$ cat src/rtl/ftp_pkg.sv
package ftp_pkg;
  typedef enum logic [1:0] {
    POL_SOLO    = 2'd0,
    POL_ROTATE  = 2'd1,
    POL_SHUFFLE = 2'd2,
    POL_SOLO_B  = 2'd3
  } policy_e;

  localparam int START_CAP_W = 8;

  // strobes from control to datapath
  typedef struct packed {
    logic                   soloOnly;
    logic [START_CAP_W-1:0] startIdx;
  } scanCtl_t;
endpackage

$ cat src/rtl/ftp_ctrl.sv
module ftp_ctrl
  import ftp_pkg::*;
#(
  parameter int THREADS = 4,
  parameter int LFSR_W = 8,
  parameter logic [LFSR_W-1:0] TAP_MASK = 8'hB8,
  parameter logic [LFSR_W-1:0] SEED = 8'hA5,
  localparam int IDW = (THREADS > 1) ? $clog2(THREADS) : 1
) (
  input  logic              clk,
  input  logic              rstN,
  input  logic [1:0]        policy,
  input  logic              pickValid,
  input  logic [IDW-1:0]    pickId,
  output scanCtl_t          scan,
  output logic [IDW-1:0]    prioRef,
  output logic [LFSR_W-1:0] lfsrState
);
  logic [IDW-1:0]    prioQ;
  logic [LFSR_W-1:0] lfsrQ;
  logic [IDW-1:0]    rotStart;
  logic [IDW-1:0]    shufStart;
  policy_e           pol;

  assign pol = policy_e'(policy);

  always_ff @(posedge clk) begin
    if (!rstN) begin
      prioQ <= '0;
      lfsrQ <= SEED;
    end else begin
      if (pickValid) prioQ <= pickId;
      lfsrQ <= {lfsrQ[LFSR_W-2:0], ^(lfsrQ & TAP_MASK)};
    end
  end

  assign rotStart  = (prioQ == IDW'(THREADS - 1)) ? '0 : prioQ + 1'b1;
  assign shufStart = IDW'(int'(lfsrQ) % THREADS);

  always_comb begin
    scan = '0;
    unique case (pol)
      POL_ROTATE:  scan.startIdx = START_CAP_W'(rotStart);
      POL_SHUFFLE: scan.startIdx = START_CAP_W'(shufStart);
      default:     scan.soloOnly = 1'b1;
    endcase
  end

  assign prioRef   = prioQ;
  assign lfsrState = lfsrQ;
endmodule

$ cat src/rtl/ftp_path.sv
module ftp_path
  import ftp_pkg::*;
#(
  parameter int THREADS = 4,
  localparam int IDW = (THREADS > 1) ? $clog2(THREADS) : 1
) (
  input  logic [THREADS-1:0] threadActive,
  input  logic [THREADS-1:0] lineReady,
  input  logic [THREADS-1:0] slotFree,
  input  scanCtl_t           scan,
  output logic               pickValid,
  output logic [IDW-1:0]     pickId
);
  logic [THREADS-1:0] eligible;
  logic [THREADS-1:0] cand;

  for (genvar t = 0; t < THREADS; t++) begin : g_elig
    assign eligible[t] = threadActive[t] & lineReady[t] & slotFree[t];
    if (t == 0) begin : g_head
      assign cand[t] = eligible[t];
    end else begin : g_rest
      assign cand[t] = eligible[t] & ~scan.soloOnly;
    end
  end

  always_comb begin
    pickValid = 1'b0;
    pickId    = '0;
    for (int k = 0; k < THREADS; k++) begin
      int idx;
      idx = int'(scan.startIdx) + k;
      if (idx >= THREADS) idx = idx - THREADS;
      if (!pickValid && cand[idx]) begin
        pickValid = 1'b1;
        pickId    = IDW'(idx);
      end
    end
  end
endmodule

$ cat src/rtl/fetch_thread_pick.sv
module fetch_thread_pick
  import ftp_pkg::*;
#(
  parameter int THREADS = 4,
  localparam int IDW = (THREADS > 1) ? $clog2(THREADS) : 1,
  localparam int LFSR_W = 8
) (
  input  logic               clk,
  input  logic               rstN,
  input  logic [1:0]         policy,
  input  logic [THREADS-1:0] threadActive,
  input  logic [THREADS-1:0] lineReady,
  input  logic [THREADS-1:0] slotFree,
  output logic               pickValid,
  output logic [IDW-1:0]     pickId
);
  scanCtl_t          scan;
  logic [IDW-1:0]    prioRef;
  logic [LFSR_W-1:0] lfsrState;

  ftp_ctrl #(.THREADS(THREADS), .LFSR_W(LFSR_W)) u_ctrl (
    .clk(clk), .rstN(rstN), .policy(policy),
    .pickValid(pickValid), .pickId(pickId),
    .scan(scan), .prioRef(prioRef), .lfsrState(lfsrState)
  );

  ftp_path #(.THREADS(THREADS)) u_path (
    .threadActive(threadActive), .lineReady(lineReady), .slotFree(slotFree),
    .scan(scan), .pickValid(pickValid), .pickId(pickId)
  );
endmodule

$ cat config.mk
export PLATFORM = sky130hd
export DESIGN_NAME = fetch_thread_pick
export DESIGN_NICKNAME = d
export VERILOG_FILES = /design/src/rtl/ftp_pkg.sv /design/src/rtl/ftp_ctrl.sv /design/src/rtl/ftp_path.sv /design/src/rtl/fetch_thread_pick.sv
export SDC_FILE = /design/constraint.sdc
export NUM_CORES = 1
export LEC_CHECK = 0
export ABC_AREA = 1
export BUFFER_PORTS_ARGS = -buffer_cell sky130_fd_sc_hd__buf_2
export CORE_ASPECT_RATIO = 0.8
export CORE_MARGIN = 10
export CORE_UTILIZATION = 50
export CTS_BUF_LIST = sky130_fd_sc_hd__clkbuf_4 sky130_fd_sc_hd__clkbuf_8
export CTS_CLUSTER_SIZE = 14
export DETAILED_ROUTE_END_ITERATION = 16
export GPL_ROUTABILITY_DRIVEN = 0
export MAX_ROUTING_LAYER = met4
export PLACE_DENSITY = 0.75
export SLEW_MARGIN = 20
export SYNTH_ARGS = -nofsm -noshare
export SYNTH_HDL_FRONTEND = slang
export SYNTH_HIERARCHICAL = 1
export SYNTH_SLANG_ARGS = --single-unit
$ cat constraint.sdc
create_clock -name clk -period 2.2 [get_ports clk]
set_input_delay 0.22 -clock clk [delete_from_list [all_inputs] [get_ports clk]]
set_output_delay 0.22 -clock clk [all_outputs]
set_load 0.02 [all_outputs]
**After elaboration in Yosys (flattened, before gate mapping)**

Index checks and enable logic that the tools add are counted.

- Flip-flop bits (word level): 10
- Input bits: 16
- Logic and storage cells: 66

- Add/subtract/negate cells: 8
- Order comparisons: 8
- Equal/unequal tests: 3
- Mux-type cells: 26
- Bitwise gates (word level): 11
- Reductions and logical operators: 8

Operator list:

| operator | number |
|---|---|
| $lt 32x4->1 const B | 4 |
| $mux 32 | 4 |
| $ge 32x4->1 const B | 3 |
| $sub 32x4->32 const B | 3 |
| $mux 1 | 12 |
| $and 1x1->1 | 11 |
| $mux 2 | 5 |
| $bmux 1 s2 | 4 |
| $reduce_xor 8->1 | 1 |
| $add 2x2->3 const B | 2 |
| $eq 2x2->1 const B | 2 |
| $pmux 2 s2 | 1 |
| $sub 2x3->4 const B | 1 |
| $add 2x1->3 const B | 1 |
| $ge 2x3->1 const B | 1 |
| $logic_and 1x1->1 | 3 |
| $logic_not 1->1 | 3 |
| $add 2x1->2 const B | 1 |
| $eq 2x1->1 const B | 1 |
| $reduce_or 2->1 | 1 |

**Longest topological paths before layout**

Gate-level depths: netlist of run 1.

- Depth after elaboration: 18
- Depth in mapped cells: 16
- Mapped depth without buffers: 15

**Modules after synthesis**

Netlist of run 1, hierarchy kept.

Modules (own cells, without submodules):

| module | instances | cells each | area each (µm²) | sequential area each (µm²) |
|---|---|---|---|---|
| ftp_ctrl | 1 | 69 | 480.5 | 200.2 |
| ftp_path | 1 | 68 | 342.8 | 0.0 |

**Worst setup path before layout of run 1**

OpenSTA, ideal clock, no wires.

- Kind: register to register
- Start: register u_ctrl.prioQ[0] (netlist: u_ctrl/prioRef[0])
- End: register u_ctrl.prioQ[0] (netlist: u_ctrl/prioRef[0])
- Library setup time: 0.116 ns
- Data arrival time: 1.900 ns
- Data required time: 2.084 ns
- Slack: 0.184 ns
- Cell stages (with the launch flop): 14
- Path buffers: 1
- Path through: dfxtp_1 ha_1 nor2_1 nand2_1 a21oi_1 buf_6 xnor2_2 nand3_1 nand2_2 nand2_2 nor2_4 nand3_1 o21ai_0 nor2_1

RTL lines:

| item | RTL line | source |
|---|---|---|
| from (decl) | ftp_ctrl.sv:19 | `logic [IDW-1:0] prioQ;` |
| from (signal assigned) | ftp_ctrl.sv:32 | `if (pickValid) prioQ <= pickId;` |

==> metrics, run 1 <==
filler cell count=85; H-Tree Level Count=1; root buf cell=clkbuf_4; Worst-path clk slew=approximately 0.060 ns; largest net degree at the start of global routing=11; Longest Clk Path Bufs=2; Post-DRT Antenna Nets=0; Cell Area, Synth=~770 sq um; via count=between 900 and 1,000; Via density=5.29; Clock power frac=16.4%; outcome=finished, violations left; crit path DAT=2.21 ns; std cell rows=12; die width=64 um; CTS tree=yes; CP Cell Sequence=buf_4, nor2_4, nand2_2, a21oi_2, buf_6, xor2_2, buf_4, buf_4, nand2_2, nand2_1, nand3_1, nand2_2, buf_6; dpl hpwl=1.50 mm; GR Overflow Total=0; failing checks=negative setup slack; vias in the first global route=917; slowest stage delay, CP=0.34 ns; CP bufs+invs=5; # port buffers=18; Max Cap Viol=0; hold buffers post-CTS=0; TNS Setup=-0.857 ns; class of the most critical setup path=reg2out; leak pwr=around 0.66 nW; syn nets=149; Total Wirelength=2.82 mm; antenna cell count=0; Fmax=411 MHz; DRC=0; pins over their slew limit=0; first-pass iteration count of the detailed router=4; delay-heaviest family, CP=buffers and inverters; slowest cell on the critical path=dfxtp_2; Final setup violation count=5; Switch Pwr=between 0.2 and 0.3 mW; layout cells sized above 1=43.6%; setup slack after layout=-0.235 ns; Crit Path Max Fanout=6; CP endpoint kind=primary output; starting density of the core=54.3%; unrepaired setup endpoints after global routing=yes; global-route wire length before repair=3.94 mm; max_slew headroom=80.6%; Final #Nets=184; VDD IR max=between 0.4 and 0.5 mV; CTS buffer count=3; Critical Path RT=1.98 ns; Tcrit/Tclk final=111%; Slew @ Worst Pin=0.289 ns; Syn Inst Count=130; worst min path class=in2reg; Placeable Area=1430 sq um; switching part of the total=between 30% and 40%; sequential share of power=a little under a third; Syn Area/Cell=5.96 sq um; I/O pins=19; final hold violations=0; clock skew=between 0.004 and 0.005 ns; Internal=0.447 mW; die height=55.2 um; CP startpoint kind=flop; Sinks on Clock Net=10; yosys warns=6; Tmin final=2.43 ns; Initial DRC Count=between 70 and 80; area delta synth->final=50.9%; GR Util All Layers=13.7%; combinational share of power=53.5%; Layout Utilization=roughly four fifths; wire length per cell=15.3 um; antenna violations before repair=0; pwr/cell area=636 nW/um^2; clock latency on the worst-skew pair=0.26 ns; die area=3530 sq um
path summary, 6_finish.rpt:
path              cells past startpoint                   to           startpoint  slack [ns]
setup / recovery                     13            pickId[1]    u_ctrl/prioRef[0]       -0.23
hold / removal                        2  u_ctrl/lfsrState[5]                 rstN        0.23
setup reg to reg                     15    u_ctrl/prioRef[0]    u_ctrl/prioRef[0]       -0.15
hold reg to reg                       2  u_ctrl/lfsrState[3]  u_ctrl/lfsrState[2]        0.43
power by group through the flow:
stage / sequential [mW] / clock [mW] / combinational (mW)
after floorplan: 0.216 / 0 / 0.169
after global placement: 0.219 / 0 / 0.220
after detailed placement: 0.219 / 0 / 0.224
after CTS: 0.221 / 0.122 / 0.326
after global routing: 0.225 / 0.138 / 0.423
final: 0.223 / 0.122 / 0.398
per-stage QoR:
stage | power, mW | worst slack [ns] | cell area (sq um) | hold WS [ns] | cells
global placement | 0.438 | 0.0900 | 887 | 0.385 | 169
CTS | 0.669 | -0.0714 | 1100 | 0.210 | 181
global route | 0.785 | -0.335 | 1170 | 0.234 | 184
finish | 0.743 | -0.235 | 1170 | 0.227 | 184
floorplan | 0.385 | 0.184 | 774 | 0.380 | 130
detailed placement | 0.444 | 0.0611 | 887 | 0.400 | 169
cell usage in the layout, fill, tap and decap left out:
| cell | instances |
|---|---|
| a21oi_1 | 1 |
| a21oi_2 | 1 |
| buf_12 | 1 |
| buf_2 | 15 |
| buf_4 | 13 |
| buf_6 | 4 |
| clkbuf_4 | 3 |
| dfxtp_1 | 8 |
| dfxtp_2 | 2 |
| ha_1 | 2 |
| ha_4 | 1 |
| inv_1 | 19 |
| inv_2 | 2 |
| inv_6 | 1 |
| nand2_1 | 40 |
| nand2_2 | 10 |
| nand2_4 | 1 |
| nand3_1 | 8 |
| nand3_2 | 10 |
| nand3_4 | 1 |
| nand4_1 | 3 |
| nor2_1 | 9 |
| nor2_2 | 1 |
| nor2_4 | 2 |
| o21a_1 | 1 |
| o21ai_1 | 1 |
| o21ai_2 | 1 |
| xnor2_4 | 1 |
| xor2_2 | 1 |
cell type report:
cell class                      instances  area, sq um  area share (%)
Sequential cell                        10          203            17.3
Inverter                               22         87.6            7.49
Timing Repair Buffer                   33          238            20.3
Tap cell                               21         26.3            2.25
Multi-Input combinational cell         95          592            50.6
Clock buffer                            3         22.5            1.93
timing repair:
action	in CTS	in global routing
gates resized for setup	29	13
setup endpoints to repair	3	5
setup buffers	9	3
pin swaps	10	11
endpoints found under the hold margin	0	0
layer usage:
metal	wire length [um]	up-vias	GRT usage, %
met5	0	-	-
met4	137	0	5.57
met3	233	23	4.82
met2	1390	67	22.4
met1	1060	416	14.8
li1	-	467	-
sequential cells by signal, indices dropped and copies added (netlist names):
| signal | count |
|---|---|
| u_ctrl/prioRef | 2 |
| u_ctrl/lfsrState | 8 |
Note: power is estimated with default switching activity, not from simulation.
==> run 2, diff against run 1 <==
--- a/config.mk
+++ b/config.mk
@@ -14,8 +14,9 @@
 export CTS_CLUSTER_SIZE = 14
 export DETAILED_ROUTE_END_ITERATION = 16
 export GPL_ROUTABILITY_DRIVEN = 0
+export GPL_TIMING_DRIVEN = 0
 export MAX_ROUTING_LAYER = met4
-export PLACE_DENSITY = 0.75
+export PLACE_DENSITY = 0.79
 export SLEW_MARGIN = 20
 export SYNTH_ARGS = -nofsm -noshare
 export SYNTH_HDL_FRONTEND = slang
==> run 2 against run 1 <==
Compared with the run above:
- the flow still finishes with violations (negative setup slack)
- combinational power decreased by 19%
- via count decreased by 2.1%
- sequential share of layout area increased by 1.4 points
- core utilization decreased by 5.5 points
- wire length decreased by 13%
- global-route usage increased by 0.86 points
- maximum frequency increased by 0.59%
- count of clock-buffer cells in the layout unchanged
- final area decreased by 6.7%
- largest cell class unchanged
- highest routed layer unchanged
==> metrics, run 2 (same netlist as run 1, synthesis figures left out) <==
outcome=finished, violations left; failing checks=negative setup slack; Critical Path Sink=pickId[0]; busiest grt layer=met2; antenna cell count=0 (unchanged); Sinks on Clock Net=10 (unchanged); Critical Path RT=1.98 ns (about the same); CTS tree=yes; crit path DAT=2.20 ns (about the same); starting density of the core=54.3% (unchanged); DRC=0 (unchanged); std cell rows=12 (unchanged); Final setup violation count=3 (-2); Post-DRT Antenna Nets=0 (unchanged); dpl hpwl=1.39 mm (-7.4%); delay-heaviest family, CP=simple AND/OR/NAND/NOR gates; slowest stage delay, CP=0.37 ns (+0.03 ns); CP startpoint kind=flop; CP endpoint kind=primary output; R2R depth=14 (-1); Tmin final=2.42 ns (-0.0143 ns); max FFs per register=8 (unchanged); fin area=1090 sq um (-6.7%); start point of the critical path=u_ctrl/prioRef[0]; root buf cell=clkbuf_4; unrepaired setup endpoints after global routing=yes; GR Util All Layers=14.6% (+0.86 points); first-pass iteration count of the detailed router=4 (unchanged); class of the most critical setup path=reg2out; Via density=5.35 (+1.2%); commonest non-fill, non-tap cell in the layout=nand2_1; Initial DRC Count=53 (-32%); CP Cell Sequence=ha_4, nor2_4, nand2_1, a21oi_2, buf_6, inv_4, nand3_2, nand3_2, nand2_2, nand2_2, nor2_4, nand3_1, nand2_1, buf_6; pins over their slew limit=0 (unchanged); via count=953 (-2.1%); CP bufs+invs=3 (-2); GR Overflow Total=0 (unchanged); reg2reg end=u_ctrl/prioRef[0]; Final #Nets=178 (-3.3%); antenna violations before repair=0 (unchanged); global-route wire length before repair=4.21 mm (+6.9%); final hold violations=0 (unchanged); H-Tree Level Count=1 (unchanged); leak pwr=0.617 nW (-6.1%); clock skew=0.0118 ns (+0.00700 ns); largest net degree at the start of global routing=11 (unchanged); die area=3530 sq um (unchanged); die height=55.2 um (unchanged); layout cells sized above 1=35.7% (-7.9 points); Finished Layout Cells=178 (-3.3%); wire length per cell=13.7 um (-10%); commonest non-fill, non-tap cells in the layout=nand2_1, inv_1, buf_2, nand3_1; GR Util met1=16.5% (+1.7 points); post-place setup slack=0.0354 ns (-0.0257 ns); worst min path class=in2reg; clock latency on the worst-skew pair=0.27 ns (about the same); VDD IR max=0.538 mV (+16%); Tcrit/Tclk final=110% (-0.65 points); FF-to-FF Start=u_ctrl/prioRef[0]; max_slew headroom=86.2% (+5.5 points); CTS buffer count=3 (unchanged); I/O pins=19 (unchanged); slowest cell on the critical path=dfxtp_4; pwr/cell area=622 nW/um^2 (-2.2%); Max Cap Viol=0 (unchanged); R2R Setup Slk=0.09 ns (+0.24 ns); hold buffers post-CTS=0 (unchanged); Fmax=413 MHz (+0.59%); Worst-path clk slew=0.07 ns (about the same); vias in the first global route=948 (+3.4%); Placeable Area=1430 sq um (unchanged); Longest Clk Path Bufs=2 (unchanged); M2 GR Usage=21.6% (-0.85 points); Total Wirelength=2.44 mm (-13%); setup slack after layout=-0.220 ns (+0.0143 ns); GRT met3 Usage=5.22% (+0.40 points); cell total after placement=168 (-0.59%); filler cell count=109 (+28%); area delta synth->final=40.7%; # port buffers=17 (-1); die width=64 um (unchanged); Crit Path Max Fanout=8 (+2); placed cell area=886 sq um (-0.14%); Slew @ Worst Pin=0.207 ns (-0.0826 ns); Stages on worst setup path=14 (+1)
[run 2: worst min path at each step]
stage                                to  slack, ns           startpoint  cells past startpoint
finish              u_ctrl/lfsrState[7]       0.19                 rstN                      2
global route        u_ctrl/lfsrState[7]       0.19                 rstN                      2
CTS                 u_ctrl/lfsrState[7]       0.19                 rstN                      2
detailed placement  u_ctrl/lfsrState[7]       0.39  u_ctrl/lfsrState[6]                      2
global placement    u_ctrl/lfsrState[7]       0.39  u_ctrl/lfsrState[6]                      2
floorplan           u_ctrl/lfsrState[7]       0.38  u_ctrl/lfsrState[6]                      2
[run 2: repair_timing]
action	4_1_cts	5_1_grt
setup endpoints to repair	3	5
resized for setup	23	8
pin swaps	6	2
setup buffers	6	1
[run 2: per-layer routing]
layer	routed length, um	up-vias
met4	64	0
met2	1210	73
met5	0	-
li1	-	455
met3	219	15
met1	946	410
[run 2: cell type report]
class / instances / area (sq um) / share of cell area, %
repair buffers: 24 / 156 / 14.4
plain buffers: 3 / 30.0 / 2.76
well taps: 21 / 26.3 / 2.41
inverters: 22 / 85.1 / 7.81
flip-flops and latches: 10 / 204 / 18.7
clock buffers: 3 / 22.5 / 2.07
multi-input cells: 95 / 566 / 51.9
[run 2: power breakdown]
| part | switching (mW) | internal, mW | leakage [nW] |
|---|---|---|---|
| logic | 0.182 | 0.141 | 0.519 |
| registers | 0.0227 | 0.205 | 0.0842 |
| clock network | 0.0640 | 0.0631 | 0.0138 |
[run 2: stage by stage]
step	power [mW]	util (%)	hold WS [ns]	setup TNS, ns
final	0.678	76.4	0.191	-0.565
after global routing	0.724	76.4	0.194	-0.971
after global placement	0.434	62.1	0.387	0
after floorplan	0.385	-	0.380	0
after detailed placement	0.441	62.1	0.388	0
after CTS	0.635	73.3	0.186	-0.203
[run 2: worst register-to-register path: cells and delay by family (launching register included)]
family,cells,cell delay [ns]
AND/OR/NAND/NOR,9,0.85
flip-flops,1,0.37
AO/OA/AOI/OAI,2,0.35
adder cells (fa/ha/maj),1,0.16
buffers and inverters,2,0.27
==> run 3, diff against run 2 <==
--- a/config.mk
+++ b/config.mk
@@ -10,7 +10,7 @@
 export CORE_ASPECT_RATIO = 0.8
 export CORE_MARGIN = 10
 export CORE_UTILIZATION = 50
-export CTS_BUF_LIST = sky130_fd_sc_hd__clkbuf_4 sky130_fd_sc_hd__clkbuf_8
+export CTS_BUF_LIST = sky130_fd_sc_hd__clkbuf_8
 export CTS_CLUSTER_SIZE = 14
 export DETAILED_ROUTE_END_ITERATION = 16
 export GPL_ROUTABILITY_DRIVEN = 0
==> run 3 against run 2 <==
Compared with the run above:
- the flow still finishes with violations (negative setup slack)
- cell count is 0.56% higher
- core utilization is 2.5 points higher
- worst hold slack better by 0.042 ns
- register-to-register slack worse by 0.10 ns
- combinational power hardly changed
- sequential share of layout area is 0.58 points lower
==> metrics, run 3 (same netlist as run 1, synthesis figures left out) <==
outcome=finished, violations left; failing checks=negative setup slack; Fmax=425 MHz (+2.9%); Final #Nets=179 (+0.56%); unrepaired setup endpoints after global routing=yes; Placeable Area=1430 sq um (unchanged); CP startpoint kind=flop; die height=55.2 um (unchanged); root buf cell=clkbuf_8; fin area=1120 sq um (+3.2%); leak pwr=0.634 nW (+2.7%); vias in the first global route=868 (-8.4%); metal2 WL=1.10 mm (-8.8%); filler cell count=98 (-10%); Longest Clk Path Bufs=2 (unchanged); wire length per cell=12.3 um (-10%); starting density of the core=54.3% (unchanged); Total Wirelength=2.21 mm (-9.6%); Max Cap Viol=0 (unchanged); clock latency on the worst-skew pair=0.23 ns (-0.04 ns); Power, Total=0.736 mW (+8.6%); antenna cell count=0 (unchanged); Tcrit/Tclk final=107% (-3.1 points); clock skew=0.00191 ns (-0.00988 ns); VDD IR max=0.611 mV (+14%); cell total after placement=168 (unchanged); Worst-path clk slew=0.04 ns (-0.03 ns); Slew @ Worst Pin=0.210 ns (+0.00339 ns); # port buffers=17 (unchanged); Critical Path RT=1.98 ns (about the same); Layout Utilization=78.9% (+2.5 points); Final setup violation count=4 (+1); post-place setup slack=0.0354 ns (unchanged); commonest non-fill, non-tap cell in the layout=nand2_1; std cell rows=12 (unchanged); max FFs per register=8 (unchanged); Crit Path Max Fanout=8 (unchanged); largest net degree at the start of global routing=11 (unchanged); R2R Setup Slk=-0.01 ns (-0.10 ns); Finished Layout Cells=179 (+0.56%); hold buffers post-CTS=0 (unchanged); GR Util All Layers=12.5% (-2.1 points); I/O pins=19 (unchanged); die width=64 um (unchanged); area delta synth->final=45.2%; die area=3530 sq um (unchanged); H-Tree Level Count=1 (unchanged); global-route wire length before repair=3.68 mm (-13%); DRC=0 (unchanged); crit path DAT=2.13 ns (-0.07 ns); CTS buffer count=3 (unchanged); wire length on met1=956 um (+1.1%); setup slack after layout=-0.153 ns (+0.0673 ns); worst min path class=in2reg; Initial DRC Count=44 (-17%); CP endpoint kind=primary output; final hold violations=0 (unchanged); Sinks on Clock Net=10 (unchanged); class of the most critical setup path=reg2out; first-pass iteration count of the detailed router=4 (unchanged); GR Overflow Total=0 (unchanged); commonest non-fill, non-tap cells in the layout=nand2_1, inv_1, buf_2, nand3_2; Met3 Routed Length=126 um (-42%); Via density=5.12 (-4.3%); WHS=0.233 ns (+0.0415 ns); placed cell area=886 sq um (unchanged); layout cells sized above 1=39.2% (+3.6 points); pwr/cell area=654 nW/um^2 (+5.2%); max_slew headroom=85.9% (-0.23 points); Tmin final=2.35 ns (-0.0673 ns); pins over their slew limit=0 (unchanged); Top Metal Used=met4; antenna violations before repair=0 (unchanged); CTS tree=yes; via count=917 (-3.8%); Post-DRT Antenna Nets=0 (unchanged); TNS Setup=-0.453 ns (+0.112 ns); dpl hpwl=1.39 mm (unchanged)
[run 3: changes by cell type in the layout (fill, tap and decap cells not counted), moves of 2 or more]
cell | previous run | this run
nand3_1 | 11 | 9
clkbuf_4 | 3 | 0
nand2_1 | 44 | 42
nand3_2 | 8 | 10
nand2_2 | 7 | 9
clkbuf_8 | 0 | 3
[run 3: metal layers]
layer | up-vias | track usage, %
met5 | - | -
met2 | 37 | 20.5
met4 | 0 | 4.95
met1 | 418 | 14.0
li1 | 460 | -
met3 | 2 | 3.61
[run 3: power by group]
part	switching [mW]	leakage [nW]	internal [mW]
combinational	0.180	0.528	0.146
clock	0.0634	0.0216	0.119
sequential	0.0221	0.0842	0.206
[run 3: worst paths after layout]
check                        end           startpoint  cells past startpoint
max                    pickId[0]    u_ctrl/prioRef[0]                     14
min          u_ctrl/lfsrState[7]                 rstN                      2
max reg2reg    u_ctrl/prioRef[1]    u_ctrl/prioRef[0]                     17
min reg2reg  u_ctrl/lfsrState[1]  u_ctrl/lfsrState[0]                      2
[run 3: cell type report]
type	instances	area (sq um)	share of cell area, %
repair buffers	25	164	14.6
inverters	22	87.6	7.79
multi-input cells	95	572	50.8
plain buffers	3	30.0	2.67
clock buffers	3	41.3	3.67
well taps	21	26.3	2.34
flip-flops and latches	10	204	18.1
[run 3: timing repair]
item	4_1_cts	5_1_grt
pin swaps	6	12
buffers inserted	6	2
setup endpoints to repair	3	4
resized for setup	23	12
[run 3: worst max-delay path, cell delays in order (launching register included)]
cell and delay, ns:
dfxtp_4 0.36, ha_4 0.16, nor2_4 0.08, nand2_2 0.07
a21oi_2 0.16, buf_6 0.19, inv_6 0.07, nand4_1 0.11
nand3_2 0.10, nand2_2 0.11, nand2_2 0.07, nor2_4 0.14
nand3_2 0.08, nand2_2 0.08, buf_6 0.12
